### config.mk
export PLATFORM = sky130hd
export DESIGN_NAME = branch_resolve
export DESIGN_NICKNAME = d
export VERILOG_FILES = /design/src/rtl/brx_pkg.sv /design/src/rtl/int_cond_eval.sv /design/src/rtl/fp_cond_eval.sv /design/src/rtl/branch_resolve.sv
export SDC_FILE = /design/constraint.sdc
export NUM_CORES = 1
export LEC_CHECK = 0
export ABC_AREA = 1
export ABC_CLOCK_PERIOD_IN_PS = 1800
export BUFFER_PORTS_ARGS = -buffer_cell sky130_fd_sc_hd__buf_2
export CAP_MARGIN = 10
export CORE_AREA = 5 5 42 44
export DETAILED_ROUTE_END_ITERATION = 10
export DIE_AREA = 0 0 47 49
export PLACE_DENSITY = 0.63
export SLEW_MARGIN = 10
export SYNTH_ARGS = -nofsm -noshare
export SYNTH_HDL_FRONTEND = slang
export SYNTH_SLANG_ARGS = --single-unit
### constraint.sdc
create_clock -name clk -period 1.8 [get_ports clk]
set_input_delay 0.36 -clock clk [delete_from_list [all_inputs] [get_ports clk]]
set_output_delay 0.36 -clock clk [all_outputs]
set_load 0.01 [all_outputs]
### src/rtl/brx_pkg.sv
package brx_pkg;
    localparam int CODE_W = 4;
    localparam int FCMP_W = 2;

    typedef enum logic [FCMP_W-1:0] {
        FC_EQ = 2'd0,
        FC_LT = 2'd1,
        FC_GT = 2'd2,
        FC_UN = 2'd3
    } fcmp_e;

    typedef struct packed {
        logic valid;
        logic taken;
        logic squash;
    } br_res_t;
endpackage

### src/rtl/int_cond_eval.sv
module int_cond_eval
    import brx_pkg::*;
#(
    parameter int CW = CODE_W
) (
    input  logic [CW-1:0] cond,
    input  logic          n,
    input  logic          z,
    input  logic          v,
    input  logic          c,
    output logic          hit
);
    localparam int SEL_W = CW - 1;

    logic base;
    logic lt_signed;

    always_comb begin
        lt_signed = n ^ v;
        unique case (cond[SEL_W-1:0])
            3'd0: base = 1'b0;
            3'd1: base = z;
            3'd2: base = z | lt_signed;
            3'd3: base = lt_signed;
            3'd4: base = c | z;
            3'd5: base = c;
            3'd6: base = n;
            default: base = v;
        endcase
        hit = base ^ cond[CW-1];
    end
endmodule

### src/rtl/fp_cond_eval.sv
module fp_cond_eval
    import brx_pkg::*;
#(
    parameter int CW = CODE_W
) (
    input  logic [CW-1:0]     cond,
    input  logic [FCMP_W-1:0] fcmp,
    output logic              hit
);
    localparam int SEL_W  = CW - 1;
    localparam int N_OUTC = 1 << FCMP_W;

    // mask bit i set: outcome i (0 eq, 1 lt, 2 gt, 3 unordered) satisfies the base condition
    logic [N_OUTC-1:0] mask;

    always_comb begin
        unique case (cond[SEL_W-1:0])
            3'd0: mask = 4'b0000;
            3'd1: mask = 4'b1110;
            3'd2: mask = 4'b0110;
            3'd3: mask = 4'b1010;
            3'd4: mask = 4'b0010;
            3'd5: mask = 4'b1100;
            3'd6: mask = 4'b0100;
            default: mask = 4'b1000;
        endcase
        hit = mask[fcmp] ^ cond[CW-1];
    end
endmodule

### src/rtl/branch_resolve.sv
module branch_resolve
    import brx_pkg::*;
(
    input  logic              clk,
    input  logic              rst_n,
    input  logic              valid_i,
    input  logic              fp_sel_i,
    input  logic [CODE_W-1:0] cond_i,
    input  logic              annul_i,
    input  logic              flag_n_i,
    input  logic              flag_z_i,
    input  logic              flag_v_i,
    input  logic              flag_c_i,
    input  logic [FCMP_W-1:0] fcmp_i,
    output logic              valid_o,
    output logic              taken_o,
    output logic              squash_o
);
    localparam int SEL_W = CODE_W - 1;

    logic    int_hit;
    logic    fp_hit;
    logic    uncond;
    logic    hit;
    br_res_t res_d;
    br_res_t res_q;

    int_cond_eval #(.CW(CODE_W)) i_int (
        .cond (cond_i),
        .n    (flag_n_i),
        .z    (flag_z_i),
        .v    (flag_v_i),
        .c    (flag_c_i),
        .hit  (int_hit)
    );

    fp_cond_eval #(.CW(CODE_W)) i_fp (
        .cond (cond_i),
        .fcmp (fcmp_i),
        .hit  (fp_hit)
    );

    always_comb begin
        uncond       = (cond_i[SEL_W-1:0] == '0);
        hit          = fp_sel_i ? fp_hit : int_hit;
        res_d.valid  = valid_i;
        res_d.taken  = valid_i & hit;
        res_d.squash = valid_i & annul_i & (uncond | ~hit);
    end

    always_ff @(posedge clk) begin
        if (!rst_n) res_q <= '0;
        else        res_q <= res_d;
    end

    assign valid_o  = res_q.valid;
    assign taken_o  = res_q.taken;
    assign squash_o = res_q.squash;
endmodule

# Word level (Yosys, flattened, before mapping)
# Index checks and enable logic that the tools add are counted.
# classes
magnitude_cmp	1
n_eq_ne	6
muxes	5
n_bitwise	10
n_reduce_logical	1
# op_table
operator	n
$pmux 4 s7	1
$eq 3x3->1 const B	3
$pmux 1 s7	1
$eq 3x2->1 const B	2
$and 1x1->1	3
$eq 3x1->1 const B	1
$logic_not 3->1	1
$lt 2x3->1 const B	1
$or 1x1->1	3
$xor 1x1->1	3
$bmux 1 s2	1
$mux 1	2
$not 1->1	1
# word_totals
regBits	3
in_bits	15
out_inout_bits	3
elab_cells	26

# Depth between registers and ports, before layout
# Gate-level depths: netlist of the first run.
# logic_depth
depth_word	9
mapped_depth	14
ltp_nobuf	14

# Hierarchy
# Synthesis of the first run repeated with hierarchy kept, for this count alone.
# hier_totals
hier_cells	67
area_unflattened_um2	385.4
# modules_own_cells
module	n_inst	cells_each	area_per_inst_um2	seq_area_each_um2
fp_cond_eval	1	26	150.1	0.0
int_cond_eval	1	26	118.9	0.0
branch_resolve	1	15	116.4	60.1

# Least setup slack after synthesis of the first run
# No wires, ideal clock.
# synth_timing
kind	input to register
startpoint	in cond_i[0]
endpoint	reg res_q, in the netlist squash_o
setup_ps	109
t_arrival_ps	1317
t_required_ps	1691
path_slack_ps	375
cell_stages	14
path_buffers	0
cell_sequence	inv_1 -> ha_1 -> nand2_1 -> nand2_1 -> nor2_2 -> nand2_1 -> nand2_1 -> nand2_1 -> nand2_2 -> nand2_1 -> nand2_1 -> nand3_1 -> nand2_1 -> inv_1
# synth_via
elab_chain_len	9
elab_cells_between_ends	17
cone_classes	eq/ne (6); mux (5); bitwise (5); reduce/logical (1)
# synth_lines
element	line	text
start, declared	branch_resolve.sv:8	input logic [CODE_W-1:0] cond_i,
$eq 3x3->1 (tied with other cells)	int_cond_eval.sv:20, fp_cond_eval.sv:17	
$pmux 4 s7	fp_cond_eval.sv:17	unique case (cond[SEL_W-1:0])
$bmux 1 s2	fp_cond_eval.sv:27	hit = mask[fcmp] ^ cond[CW-1];
$mux 1 (implied by the code)	fp_cond_eval.sv:27	
$xor 1x1->1	fp_cond_eval.sv:27	
$mux 1	branch_resolve.sv:45	hit = fp_sel_i ? fp_hit : int_hit;
$not 1->1	branch_resolve.sv:48	res_d.squash = valid_i & annul_i & (uncond | ~hit);
$or 1x1->1 *	branch_resolve.sv:48	
$and 1x1->1 *	branch_resolve.sv:48	
end signal, assigned	branch_resolve.sv:53	else res_q <= res_d;
end, declared	branch_resolve.sv:26	br_res_t res_q;
# Mark *: on every way between the ends. The rest lies on a longest branch, timed or not. The select of a mux whose other input is x is not followed.
# A chain may end at the register's enable or synchronous reset.

# Final worst setup path of the first run
# Ends and elaborated chain as after synthesis.

==> flow_summary.ini, run 1 <==
[timing]
finalCritPeriodShare_pct = 78.0
rsz0062_at_grt = no
setup-violations-final = 0
max_slew_margin_pct = 87.8
drv_slew = 0
hold_viol = 0
fin_setup_tns_ns = 0
setup_slack_ns = 0.397
period_needed_ns = 1.40
fmaxAchievable_mhz = 713
tightest_slew_ns = 0.183

[layout]
final-seq-area_um2 = 60.1
nets = 103
drive_gt1_share_pct = 34.9
n_fill_cell = 164
num_antenna_cells = 0
multi_input_area_um2 = 250
fin_area_um2 = 490
syn_to_final_growth_pct = 36.6

[detailed_routing]
via_per_inst = 4.16
wl_per_cell_um = 7.99
drt_iter0_markers = 6
drt_wl_total_um = 791
drc = 0
routed-via-count = 412
firstDrtPassIters = 3
route.antenna.remaining_nets = 0

[setup_path]
cp-startpoint = cond_i[0]
max_stage_delay_ns = 0.21
cp-end-kind = flop
cp_slowest_cell = ha_1
arrival_ns = 1.54
cp-endpoint = squash_o$_SDFF_PN0_
path_common_cell = nand2_1
path_cells = buf_2 -> inv_1 -> ha_1 -> nand2_1 -> nand2_1 -> nor2_2 -> nand2_1 -> nand2_1 -> nand2_1 -> nand2_2 -> nand2_1 -> nand2_1 -> nand3_1 -> nand2_1 -> inv_1
critPathRequiredTime_ns = 1.93
path_class = input pin to flop
critPathLaunchType = input pin
crit_fanout = 3

[run_status]
status = complete, no violations

[logic_synthesis]
syn_nets = 81
avgSynthCellArea_um2 = 5.79
netlist_instances = 62
ys_types = 13
synthesis.area_um2 = 359
yosys_register_bits = 3
yosysSeqAreaShare_pct = 16.7
yosysWarnings = 0

[clock_tree]
post_cts_buffers = 0
clk_pin_slew_ns = 0.04
cts.hold.buffers_added = 0
htree_levels = 1
cts_tree = done
cts_buffer_depth = 2
ctsResizeCount = 0
cts_root_buffer = clkbuf_4
clock_sinks = 3
cts_made_buffers = 3

[die]
coreArea_um2 = 1400
io_pins = 18
die_h_um = 49
die_w_um = 47
initial_core_util_pct = 25.6
die-area_um2 = 2300
rows = 14

[place]
place_ws_ns = 0.145
dp_hpwl_um = 713
dpl_cell_area_um2 = 464
place_congestion = 0.835
port_buffers = 17

[global_route]
grt_pass1_wl_um = 1260
grt_pass1_vias = 359
grt_max_degree = 6
grt_overflow = 0
grt_use_total_pct = 7.58
antenna_found_initial = 0

[run]
maxCapViolCount = 0

[min_path]
whs_path_depth = 3
min_path_type = input pin to flop

[power]
power_leakage_nw = 0.327
power.density_nw_per_um2 = 561
vdd_drop_max_mv = 0.105
cell type report:
type	instances	share of cell area (%)
inverter	13	9.95
tap	16	4.08
timing repair buffer	17	17.3
sequential	3	12.2
clock buffer	4	5.36
multi-input combinational	46	51.0
through the flow:
stage                     hold WS, ns  total power, mW  util, %  std cells
after floorplan                 0.504            0.129        -         62
after global placement          0.603            0.158     33.1         95
after detailed placement        0.613            0.159     33.1         95
after CTS                       0.365            0.284     35.0         99
after global routing            0.391            0.306     35.0         99
final                           0.375            0.275     35.0         99
where the power goes:
| part | switching [mW] | total, mW | internal, mW |
|---|---|---|---|
| Clock | 0.0352 | 0.118 | 0.0831 |
| Sequential | 0.000625 | 0.0710 | 0.0704 |
| Combinational | 0.0477 | 0.0859 | 0.0382 |
| Total | 0.0835 | 0.275 | 0.192 |
synth_stat cells, drive strengths merged:
| cell | instances | area [µm²] |
|---|---|---|
| nor2 | 7 | 31.3 |
| ha | 4 | 50.1 |
| inv | 13 | 48.8 |
| nand2 | 24 | 100 |
| nand3 | 7 | 35.0 |
| a21oi | 1 | 5.00 |
| o21ai | 1 | 8.76 |
| o21a | 1 | 7.51 |
| nor3b | 1 | 12.5 |
| dfxtp | 3 | 60.1 |
registers in the layout (all words and copies together) (netlist names):
register and cells:
taken_o 1, squash_o 1, valid_o 1
kinds of logic after synthesis:
group,after synthesis,share of synthesized area [%]
buf+inv,13,13.6
compound gates,3,5.92
flops,3,16.7
fa+ha+maj,4,13.9
simple gates,39,49.8
per-layer routing:
metal | up-vias | part of all wire (%) | global-route usage (%)
met4 | 0 | 1.9 | 6.91
met1 | 165 | 40 | 8.93
met5 | - | 0 | 0
met2 | 16 | 48 | 10.4
met3 | 2 | 10 | 2.21
li1 | 229 | - | -
placed cells by master, fill, tap and decap left out, drive strengths merged:
cell type,instances
nand3,7
dfxtp,3
ha,4
nor3b,1
clkbuf,4
nand2,24
buf,17
inv,13
o21ai,1
nor2,7
a21oi,1
o21a,1
worst min path at each step:
| stage | from | end |
|---|---|---|
| 2_1_floorplan | valid_i | valid_o$_SDFF_PN0_ |
| 3_3_place_gp | valid_i | valid_o$_SDFF_PN0_ |
| 3_5_place_dp | valid_i | valid_o$_SDFF_PN0_ |
| 4_1_cts | valid_i | valid_o$_SDFF_PN0_ |
| 5_1_grt | valid_i | valid_o$_SDFF_PN0_ |
| 6_report | valid_i | valid_o$_SDFF_PN0_ |
critical path, delay by kind of cell:
kind | cells | cell delay, ns
adder cells (fa/ha/maj) | 1 | 0.21
buffers and inverters | 3 | 0.19
AND/OR/NAND/NOR | 11 | 0.75
Power figures use the tool's default switching activity.
==> inputs of run 2 (changes only) <==
ABC_CLOCK_PERIOD_IN_PS = 1400   (was 1800)
clock period = 1.4 ns   (was 1.8 ns; I/O delays follow)
==> flow_summary.ini, run 2 (synthesis results as in run 1) <==
[run_status]
status = complete, no violations

[setup_path]
crit_family = simple AND/OR/NAND/NOR gates
path_cells = buf_4 -> ha_1 -> o21ai_2 -> nand3_1 -> a21oi_1 -> nand2_2 -> nand3_1 -> nand3_1 -> nand2_1 -> inv_1
arrival_ns = 1.43
critPathLaunchType = input pin
max_stage_delay_ns = 0.22
worstPathBufferInverterCount = 2
critPathRequiredTime_ns = 1.53
path_common_cell = nand3_1
crit_fanout = 3
path_class = input pin to flop
cp_slowest_cell = ha_1
cp-end-kind = flop

[timing]
setup-violations-final = 0
fmaxAchievable_mhz = 767
rsz0062_at_grt = no
period_needed_ns = 1.30
hold_viol = 0
tightest_slew_ns = 0.161
finalCritPeriodShare_pct = 93.1
drv_slew = 0
max_slew_margin_pct = 89.3
whs_ns = 0.289

[die]
die_w_um = 47
rows = 14
initial_core_util_pct = 25.6
io_pins = 18
coreArea_um2 = 1400
die_h_um = 49
die-area_um2 = 2300

[global_route]
grt_pass1_vias = 366
grt_max_degree = 6
grt_pass1_wl_um = 1290
antenna_found_initial = 0
grt_use_total_pct = 7.59
grt_overflow = 0

[detailed_routing]
via_per_inst = 4.29
firstDrtPassIters = 3
routed-via-count = 433
drt_wl_total_um = 830
route.antenna.remaining_nets = 0
drc = 0
drt_iter0_markers = 6
wl_per_cell_um = 8.22

[place]
dp_hpwl_um = 734
place_congestion = 0.775
port_buffers = 17
dpl_cell_area_um2 = 479

[power]
power_switching_mw = 0.111
power.density_nw_per_um2 = 685
power_leakage_nw = 0.333
power_frac_seq_pct = 25.0
power_frac_comb_pct = 33.5
vdd_drop_max_mv = 0.207
internal-power_mw = 0.254
p_sw_share_pct = 30.5
clkPwrFrac_pct = 41.5

[layout]
num_antenna_cells = 0
fin_area_um2 = 533
nets = 105
syn_to_final_growth_pct = 48.4
drive_gt1_share_pct = 44.7
n_fill_cell = 164
final_common_cell = nand2_1
final_cell_mix = 17 x nand2_1, 16 x buf_2, 11 x inv_1, 7 x nand2_2, 7 x nand3_1

[run]
maxCapViolCount = 0

[clock_tree]
cts_tree = done
post_cts_buffers = 0
cts_buffer_depth = 2
clock_sinks = 3
htree_levels = 1
cts_made_buffers = 3
cts_root_buffer = clkbuf_4
clk_pin_slew_ns = 0.04

[min_path]
min_path_type = input pin to flop
==> run 2: cell count changes in the layout (fill, tap and decap cells not counted), sizes merged <==
cell,change
buf,+2
==> run 2: path summary, 6_finish.rpt <==
kind / cells past startpoint / start / end / slack (ns)
max: 10 / cond_i[0] / squash_o$_SDFF_PN0_ / 0.1
min: 3 / valid_i / valid_o$_SDFF_PN0_ / 0.29
==> run 2: metrics by stage <==
stage | power [mW] | setup slack [ns] | setup TNS, ns | instances | util (%)
floorplan | 0.165 | 0.0547 | 0 | 62 | -
global placement | 0.206 | -0.133 | -0.219 | 97 | 34.2
detailed placement | 0.208 | -0.170 | -0.295 | 97 | 34.2
CTS | 0.366 | 0.0737 | 0 | 101 | 36.1
global route | 0.399 | 0.00733 | 0 | 101 | 38.0
finish | 0.365 | 0.0965 | 0 | 101 | 38.0
==> run 2: repair_timing <==
item | CTS | global route
endpoints found under the hold margin | 0 | 0
setup endpoints to repair | 0 | 2
hold buffers | 0 | 0
gates resized for setup | 0 | 9
==> run 2: cell type report <==
class / instances / area (µm²) / share of cell area [%]
sequential: 3 / 60.1 / 11.3
clock buffer: 4 / 26.3 / 4.93
timing repair buffer: 19 / 103 / 19.2
inverter: 13 / 48.8 / 9.15
tap: 16 / 20.0 / 3.76
multi-input combinational: 46 / 275 / 51.6
==> run 2: metal layers <==
layer  vias up  routed length [µm]  track usage [%]
met5         -                   0                0
met4         0                   0             5.07
met3         0                  88             2.95
met2        13                 445             11.8
met1       189                 296             8.08
li1        231                   -                -
==> run 2: power by group through the flow <==
stage / Clock [mW] / Combinational, mW / Sequential [mW]
after detailed placement: 0 / 0.116 / 0.0928
after global placement: 0 / 0.114 / 0.0926
after CTS: 0.159 / 0.116 / 0.0914
after global routing: 0.167 / 0.140 / 0.0916
final: 0.151 / 0.122 / 0.0913
after floorplan: 0 / 0.0698 / 0.0954
==> inputs of run 3 (changes only) <==
PLACE_DENSITY = 0.56   (was 0.63)
==> flow_summary.ini, run 3 (synthesis results as in run 1) <==
[run_status]
status = complete, no violations

[layout]
fin_cells = 102
nets = 106
drive_gt1_share_pct = 44.2
final_cell_mix = 17 x nand2_1, 17 x buf_2, 12 x inv_1, 7 x nand2_2, 7 x nand3_1
num_antenna_cells = 0
syn_to_final_growth_pct = 47.0
fin_area_um2 = 528

[setup_path]
max_stage_delay_ns = 0.19
crit_fanout = 3
critPathRequiredTime_ns = 1.53
cp_slowest_cell = ha_2
worstPathBufferInverterCount = 4
path_common_cell = nand3_1
cp-startpoint = cond_i[0]
crit_family = simple AND/OR/NAND/NOR gates
critPathLaunchType = input pin
cp-end-kind = flop
arrival_ns = 1.40
path_cells = buf_2 -> inv_1 -> ha_2 -> nand2_2 -> buf_4 -> nand3_1 -> a21oi_1 -> nand2_2 -> nand3_1 -> nand3_1 -> nand2_1 -> inv_1
cp.depth = 12
cp-endpoint = squash_o$_SDFF_PN0_
path_class = input pin to flop

[die]
io_pins = 18
die_h_um = 49
initial_core_util_pct = 25.6
die-area_um2 = 2300
rows = 14
die_w_um = 47
coreArea_um2 = 1400

[global_route]
grt_max_degree = 6
grt_pass1_wl_um = 1140
grt_use_total_pct = 6.61
antenna_found_initial = 0
grt_pass1_vias = 347
grt_overflow = 0

[clock_tree]
cts_root_buffer = clkbuf_4
cts_tree = done
cts.hold.buffers_added = 0
clock_sinks = 3
cts_made_buffers = 3
cts_buffer_depth = 2
htree_levels = 1
clk_pin_slew_ns = 0.04

[power]
vdd_drop_max_mv = 0.149
power.density_nw_per_um2 = 690
power_leakage_nw = 0.338
p_total_mw = 0.364

[place]
placed_cells = 97
dpl_cell_area_um2 = 479
place_ws_ns = -0.188
place_congestion = 0.760
port_buffers = 17
dp_hpwl_um = 690

[detailed_routing]
firstDrtPassIters = 4
drt_wl_total_um = 838
wl_per_cell_um = 8.22
via_per_inst = 4.15
drt_iter0_markers = 3
route.antenna.remaining_nets = 0
drc = 0
routed-via-count = 423

[timing]
whs_ns = 0.293
rsz0062_at_grt = no
drv_slew = 0
hold_viol = 0
setup-violations-final = 0
max_slew_margin_pct = 90.1
fmaxAchievable_mhz = 788
finalCritPeriodShare_pct = 90.7
setup_slack_ns = 0.131
period_needed_ns = 1.27
tightest_slew_ns = 0.148

[min_path]
min_path_type = input pin to flop

[run]
maxCapViolCount = 0
## run 3: final cells by class
cell class,count,area [µm²]
repair buffers,20,108
flip-flops and latches,3,60.1
fillers,172,873
well taps,16,20.0
multi-input cells,46,265
inverters,13,48.8
clock buffers,4,26.3
## run 3: through the flow
step / setup TNS, ns / util (%)
2_1_floorplan: 0 / -
3_3_place_gp: -0.297 / 34.2
3_5_place_dp: -0.335 / 34.2
4_1_cts: 0 / 36.1
5_1_grt: 0 / 37.7
6_report: 0 / 37.7
## run 3: power breakdown
group / switching, mW / total, mW / internal, mW / leakage (nW)
clock network: 0.0449 / 0.152 / 0.107 / 0.0150
registers: 0.000789 / 0.0912 / 0.0905 / 0.0247
logic: 0.0656 / 0.121 / 0.0557 / 0.299
## run 3: routing by layer
layer / wire length [µm] / track usage [%] / part of all wire [%]
met3: 77 / 1.48 / 9.2
met5: 0 / 0 / 0
met2: 417 / 11.5 / 50
met4: 0 / 4.15 / 0
met1: 343 / 6.55 / 41
## run 3: timing repair
action	CTS	global route
setup buffers	0	1
resized for setup	0	6
endpoints found under the setup margin	0	2
## run 3: worst min path at each step
stage / start / end / slack (ns) / depth (start not counted)
after CTS: valid_i / valid_o$_SDFF_PN0_ / 0.29 / 3
after global routing: valid_i / valid_o$_SDFF_PN0_ / 0.33 / 3
after global placement: valid_i / valid_o$_SDFF_PN0_ / 0.53 / 3
after floorplan: valid_i / valid_o$_SDFF_PN0_ / 0.42 / 2
after detailed placement: valid_i / valid_o$_SDFF_PN0_ / 0.53 / 3
final: valid_i / valid_o$_SDFF_PN0_ / 0.29 / 3
